==> src/rtl/octet_packer.sv <==
module octet_packer #(
    parameter int OCT_BITS = 8,
    localparam int IDX_W   = $clog2(OCT_BITS)
) (
    input  logic                clk,
    input  logic                rst,
    input  logic                clear,
    input  logic                bit_en,
    input  logic                bit_in,
    output logic                oct_strobe,
    output logic [OCT_BITS-1:0] oct_data,
    output logic [IDX_W-1:0]    fill
);
    localparam logic [IDX_W-1:0] LAST = IDX_W'(OCT_BITS - 1);

    logic [IDX_W-1:0]    fill_q;
    logic [OCT_BITS-2:0] hold_q;

    // Position of the next bit within the current octet
    always_ff @(posedge clk) begin
        if (rst || clear) begin
            fill_q <= '0;
        end else if (bit_en) begin
            fill_q <= (fill_q == LAST) ? '0 : fill_q + 1'b1;
        end
    end

    // One holding flop per early bit; the final bit goes straight out
    for (genvar g = 0; g < OCT_BITS - 1; g++) begin : g_hold
        always_ff @(posedge clk) begin
            if (rst) begin
                hold_q[g] <= 1'b0;
            end else if (bit_en && fill_q == IDX_W'(g)) begin
                hold_q[g] <= bit_in;
            end
        end
    end

    assign oct_strobe = bit_en && (fill_q == LAST);
    assign oct_data   = {bit_in, hold_q};
    assign fill       = fill_q;

endmodule

==> config.mk <==
export PLATFORM = sky130hd
export DESIGN_NAME = octet_packer
export DESIGN_NICKNAME = d
export VERILOG_FILES = /design/src/rtl/octet_packer.sv
export SDC_FILE = /design/constraint.sdc
export NUM_CORES = 1
export LEC_CHECK = 0
export CAP_MARGIN = 40
export CELL_PAD_IN_SITES_DETAIL_PLACEMENT = 1
export CELL_PAD_IN_SITES_GLOBAL_PLACEMENT = 1
export CORE_MARGIN = 2
export CORE_UTILIZATION = 32
export CTS_CLUSTER_SIZE = 24
export DETAILED_ROUTE_END_ITERATION = 8
export PLACE_DENSITY = 0.75
export SLEW_MARGIN = 30
export SYNTH_ARGS = -nofsm -noshare
export SYNTH_HDL_FRONTEND = slang
export SYNTH_SLANG_ARGS = --single-unit
==> constraint.sdc <==
create_clock -name clk -period 1.6 [get_ports clk]
set_clock_uncertainty 0.15 [all_clocks]
set_input_delay 0.32 -clock clk [delete_from_list [all_inputs] [get_ports clk]]
set_output_delay 0.32 -clock clk [all_outputs]
set_load 0.05 [all_outputs]
==> flow_summary_export.csv, run 1 <==
group,metric,value,unit
global_routing,antenna_found_initial,0,
logic_synthesis,synth_top_area_share,37.6,%
layout,final_util,61.8,%
routing,ant_nets,0,
placement,hpwl,926,um
worst_hold_path,min_from,"oct_data[1]",
routing,vias,470,
logic_synthesis,synth.area.top_cells,"dfxtp_1, ha_1, mux2i_1",
global_routing,first_global_vias,526,
clock_network,worstSkewPairLatency,0.27,ns
floorplanning,die-area,0.00201,mm2
placement,portBuffers,16,
layout,antenna_cells,0,
worst_hold_path,hp-class,"flop to flop",
routing,avgRoutedWirePerCell,14.4,um
pwr,ir_drop,0.000387,V
layout,finalInstanceArea,952,um2
floorplanning,num_io_pins,17,
routing,via_per_inst,5.00,
pwr,leakage,0.401,nW
routing,drt-pass1-iter-count,2,
timing,slew_headroom,79.6,%
job,max_cap_viol_count,0,
run_status,status,"finished with violations",
logic_synthesis,synth-async-reset-ratio,0,%
floorplanning,start_util,34.6,%
timing,fmaxAchievable,579,MHz
global_routing,grt_pass1_wl,2.34,mm
logic_synthesis,syn_area,533,um2
layout,finalNetCount,90,
logic_synthesis,ys.flop_type,"dfxtp_1",
clock_network,numClockSinks,10,
logic_synthesis,synth_edf_count,0,
timing,setup-violations-final,1,
global_routing,grt_max_degree,11,
floorplanning,chipHeight,44.8,um
clock_network,root_buffer,"clkbuf_4",
logic_synthesis,yosys.area.top_type,"dfxtp_1",
timing,slew_viol_final,0,
timing,fin_crit,1.73,ns
clock_network,tritoncts,"built",
clock_network,cts_buffers,3,
floorplanning,die_x,44.8,um
clock_network,cts_buffer_depth,2,
global_routing,grt-ovfl-total,0,
clock_network,h-tree-depth,1,
logic_synthesis,synth_cell_types,17,
logic_synthesis,ys_ff_latch,10,
timing,setup_ws,-0.128,ns
floorplanning,coreArea,0.00154,mm2
timing,whs,0.366,ns
critical_path,worstSetupEndpointType,"output pin",
critical_path,cp_max_fo,2,
critical_path,start_kind,"flop",
clock_network,cts.clk_slew.worst_paths,0.07,ns
routing,drc,0,
critical_path,cp.required,1.13,ns
logic_synthesis,syn_nets,64,
timing,tightestPinTransition,0.305,ns
logic_synthesis,syn_inst,53,
run_status,violations,"negative setup slack",
logic_synthesis,synth_warnings,0,
critical_path,crit_start,"fill[1]",
logic_synthesis,ys_seq_area_share,37.6,%
routing,drt_iter0_drc,1,
timing,rsz0062_at_grt,"yes",
logic_synthesis,synth_common_cells,"dfxtp_1, nand2b_1, ha_1, mux2i_1",
logic_synthesis,synth.most_common_cell,"dfxtp_1",
timing,finalCritPeriodShare,108,%
timing,setup_tns,-0.128,ns
pwr,power_density,636,mW/mm2
critical_path,arrival,1.26,ns
placement,place_area,863,um2
critical_path,reg2reg_from,"fill[1]",
placement,gp_congestion,0.719,
logic_synthesis,synth.avg_cell_area,10.1,um2
timing,hold_viol,0,
floorplanning,row_count,14,
layout,drive_gt1_share,42.3,%
layout,area_growth_syn_to_layout,78.6,%
global_routing,grt_usage,16.3,%
critical_path,path_class,"flop to output pin",
routing,routed_wl,1.35,mm
where the power goes:
part,switching (mW),internal [mW],leakage [nW]
clock network,0.0984,0.139,0.0210
logic,0.0533,0.0560,0.297
registers,0.00741,0.252,0.0830
total,0.159,0.447,0.401
cell usage in the layout (no fill, tap or decap), types with 2 or more instances in the layout:
cell / n
buf_12: 12
nand2b_1: 9
buf_4: 8
dfxtp_1: 7
mux2i_1: 6
nand3b_1: 4
nand3_1: 4
ha_1: 4
clkdlybuf4s50_1: 4
inv_1: 3
clkbuf_4: 3
ha_4: 2
dfxtp_4: 2
worst paths after layout:
path | endpoint | slack (ns) | depth (start not counted)
worst max-delay path | oct_strobe | -0.13 | 4
worst min-delay path | oct_data[1] | 0.37 | 2
worst max register to register | fill[0] | 0.03 | 5
worst min register to register | oct_data[1] | 0.37 | 2
per-stage QoR:
step / setup WS, ns / power, mW / cells
after floorplan: 0.0359 / 0.315 / 53
after global placement: -0.0192 / 0.368 / 87
after detailed placement: -0.0823 / 0.369 / 87
after CTS: -0.124 / 0.612 / 93
after global routing: -0.153 / 0.633 / 94
final: -0.128 / 0.606 / 94
cells by family (layout without fill, tap and decap cells):
family,after synthesis,count (layout),synth area share [%]
AO/OA/AOI/OAI,5,5,8.22
adder cells (fa/ha/maj),6,6,14.1
flip-flops,10,10,37.6
multiplexers,6,6,11.3
buffers and inverters,6,31,5.40
AND/OR/NAND/NOR,20,20,23.5
sequential cells by signal (all words and copies together) (netlist names):
register,cells
oct_data,7
fill,3
critical path: stages (launching register included):
cell     delay, ns
dfxtp_4       0.36
ha_4          0.17
ha_4          0.16
and2_4        0.16
buf_12        0.14
layout make-up:
class,count,area (um2)
Tap cell,16,20.0
Clock buffer,4,36.3
Fill cell,149,589
Inverter,3,11.3
Multi-Input combinational cell,37,335
Timing Repair Buffer,24,340
Sequential cell,10,209
what timing repair did:
action,4_1_cts,5_1_grt
resized for setup,5,2
setup buffers,2,1
gates cloned,0,0
hold buffers,0,0
pin swaps,1,0
endpoints found under the setup margin,1,3
layer usage:
layer / vias up / routed length (um) / track usage [%]
li1: 229 / - / -
met1: 227 / 593 / 21.6
met2: 11 / 665 / 24.3
met3: 3 / 66 / 4.00
met4: 0 / 26 / 8.82
met5: - / 0 / 0
Power figures use the tool's default switching activity.
==> run 2: changes to the inputs <==
Settings changed: CORE_UTILIZATION 32 to 29, PLACE_DENSITY 0.75 to 0.72.
Clock period 1.6 ns to 1.45 ns, I/O delays scaled along.
==> run 2 against run 1 <==
The run still ends with negative setup slack left. First-iteration DRC count increased to 4.0 times the previous value. Hold slack got worse by 0.012 ns. Utilization decreased by 2.7 points.
==> flow_summary_export.csv, run 2 (synthesis gave the netlist of run 1 again) <==
group,metric,value,unit
timing,fmaxAchievable,592,MHz
pwr,ir_drop,0.000315,V
timing,rsz0062_at_grt,"yes",
routing,drt-pass1-iter-count,2,
timing,tightestPinTransition,0.250,ns
worst_hold_path,min_from,"bit_in",
floorplanning,coreArea,0.00173,mm2
global_routing,grtUsageMet2,27.4,%
global_routing,use_met1,20.7,%
run_status,status,"finished with violations",
clock_network,h-tree-depth,1,
critical_path,regToRegEndpoint,"fill[0]",
critical_path,worstSetupEndpointType,"output pin",
layout,antenna_cells,0,
floorplanning,chipHeight,46.9,um
clock_network,numClockSinks,10,
clock_network,holdBufCountCts,0,
clock_network,cts.clk_slew.worst_paths,0.07,ns
routing,drc,0,
clock_network,worstSkewPairLatency,0.26,ns
critical_path,path_class,"flop to output pin",
global_routing,grt_usage,17.2,%
critical_path,reg2reg_from,"fill[0]",
worst_hold_path,hold_path_depth,3,
timing,setup_ws,-0.239,ns
floorplanning,row_count,15,
clock_network,root_buffer,"clkbuf_4",
global_routing,first_global_vias,508,
global_routing,grt_max_degree,9,
layout,final_cell_mix,"buf_12, nand2b_1, buf_4",
layout,area_growth_syn_to_layout,91.3,%
critical_path,cp.required,1.01,ns
critical_path,arrival,1.25,ns
job,max_cap_viol_count,0,
global_routing,antenna_found_initial,0,
clock_network,cts_buffers,3,
placement,hpwl,1.07,mm
critical_path,r2r_cells,5,
global_routing,top_usage_layer,"met2",
placement,portBuffers,16,
layout,finalInstanceArea,0.00102,mm2
timing,fin_crit,1.69,ns
pwr,power_density,613,mW/mm2
clock_network,tritoncts,"built",
timing,finalCritPeriodShare,116,%
critical_path,cp_max_fo,2,
global_routing,met3_usage,5.77,%
routing,drt_iter0_drc,4,
routing,via_per_inst,4.59,
placement,gp_congestion,0.749,
floorplanning,start_util,30.9,%
routing,routed_wl,1.63,mm
timing,slew_viol_final,0,
floorplanning,die-area,0.00220,mm2
routing,vias,487,
timing,slew_headroom,83.3,%
layout,finalNetCount,93,
global_routing,grt_pass1_wl,2.44,mm
layout,largest_register_ff_count,7,
layout,final_util,59.1,%
placement,place_area,918,um2
layout,layout_commonest_cell,"buf_12",
critical_path,ff2ff_setup_slack,-0.15,ns
timing,hold_viol,0,
worst_hold_path,whs_endpoint,"oct_data[3]",
clock_network,cts_buffer_depth,2,
floorplanning,die_x,46.9,um
critical_path,start_kind,"flop",
pwr,leakage,0.417,nW
routing,ant_nets,0,
timing,setup-violations-final,4,
floorplanning,num_io_pins,17,
run_status,violations,"negative setup slack",
worst_hold_path,hp-class,"input port to flop",
global_routing,grt-ovfl-total,0,
layout,drive_gt1_share,46.9,%
routing,avgRoutedWirePerCell,15.3,um
timing,whs,0.354,ns
-- run 2: worst max path at each step --
stage                 start          to
finish              fill[0]  oct_strobe
global route        fill[0]  oct_strobe
CTS                 fill[0]  oct_strobe
detailed placement   bit_en     fill[0]
global placement     bit_en     fill[0]
floorplan           fill[1]     fill[0]
-- run 2: layout make-up --
| class | instances | area [um2] |
|---|---|---|
| clock buffer | 4 | 26.3 |
| fill | 181 | 707 |
| sequential | 10 | 211 |
| timing repair buffer | 27 | 369 |
| tap | 25 | 31.3 |
| inverter | 3 | 11.3 |
| multi-input combinational | 37 | 370 |
-- run 2: per-layer routing --
| layer | wire (um) | up-vias |
|---|---|---|
| met1 | 728 | 234 |
| met4 | 19 | 0 |
| met2 | 828 | 11 |
| met5 | 0 | - |
| met3 | 49 | 2 |
| li1 | - | 240 |
-- run 2: what timing repair did --
item | CTS | global route
buffers inserted | 4 | 1
pin swaps | 3 | 4
setup endpoints to repair | 4 | 6
endpoints found under the hold margin | 0 | 0
gates resized for setup | 6 | 3
cloned | 0 | 0
-- run 2: through the flow --
step / power (mW) / std cells / TNS, ns / setup WS, ns
2_1_floorplan: 0.348 / 53 / -0.0247 / -0.0247
3_3_place_gp: 0.409 / 98 / -0.835 / -0.160
3_5_place_dp: 0.412 / 98 / -1.26 / -0.200
4_1_cts: 0.623 / 106 / -0.404 / -0.232
5_1_grt: 0.658 / 106 / -0.640 / -0.286
6_report: 0.625 / 106 / -0.462 / -0.239
-- run 2: where the power goes --
| part | total, mW | switching (mW) | internal, mW |
|---|---|---|---|
| clock | 0.203 | 0.0972 | 0.106 |
| combinational | 0.137 | 0.0681 | 0.0686 |
| sequential | 0.285 | 0.00820 | 0.277 |
-- run 2: worst max-delay path, stage by stage (launching register included) --
cell,delay [ns]
dfxtp_4,0.36
ha_4,0.17
ha_4,0.15
and2_4,0.16
buf_12,0.14
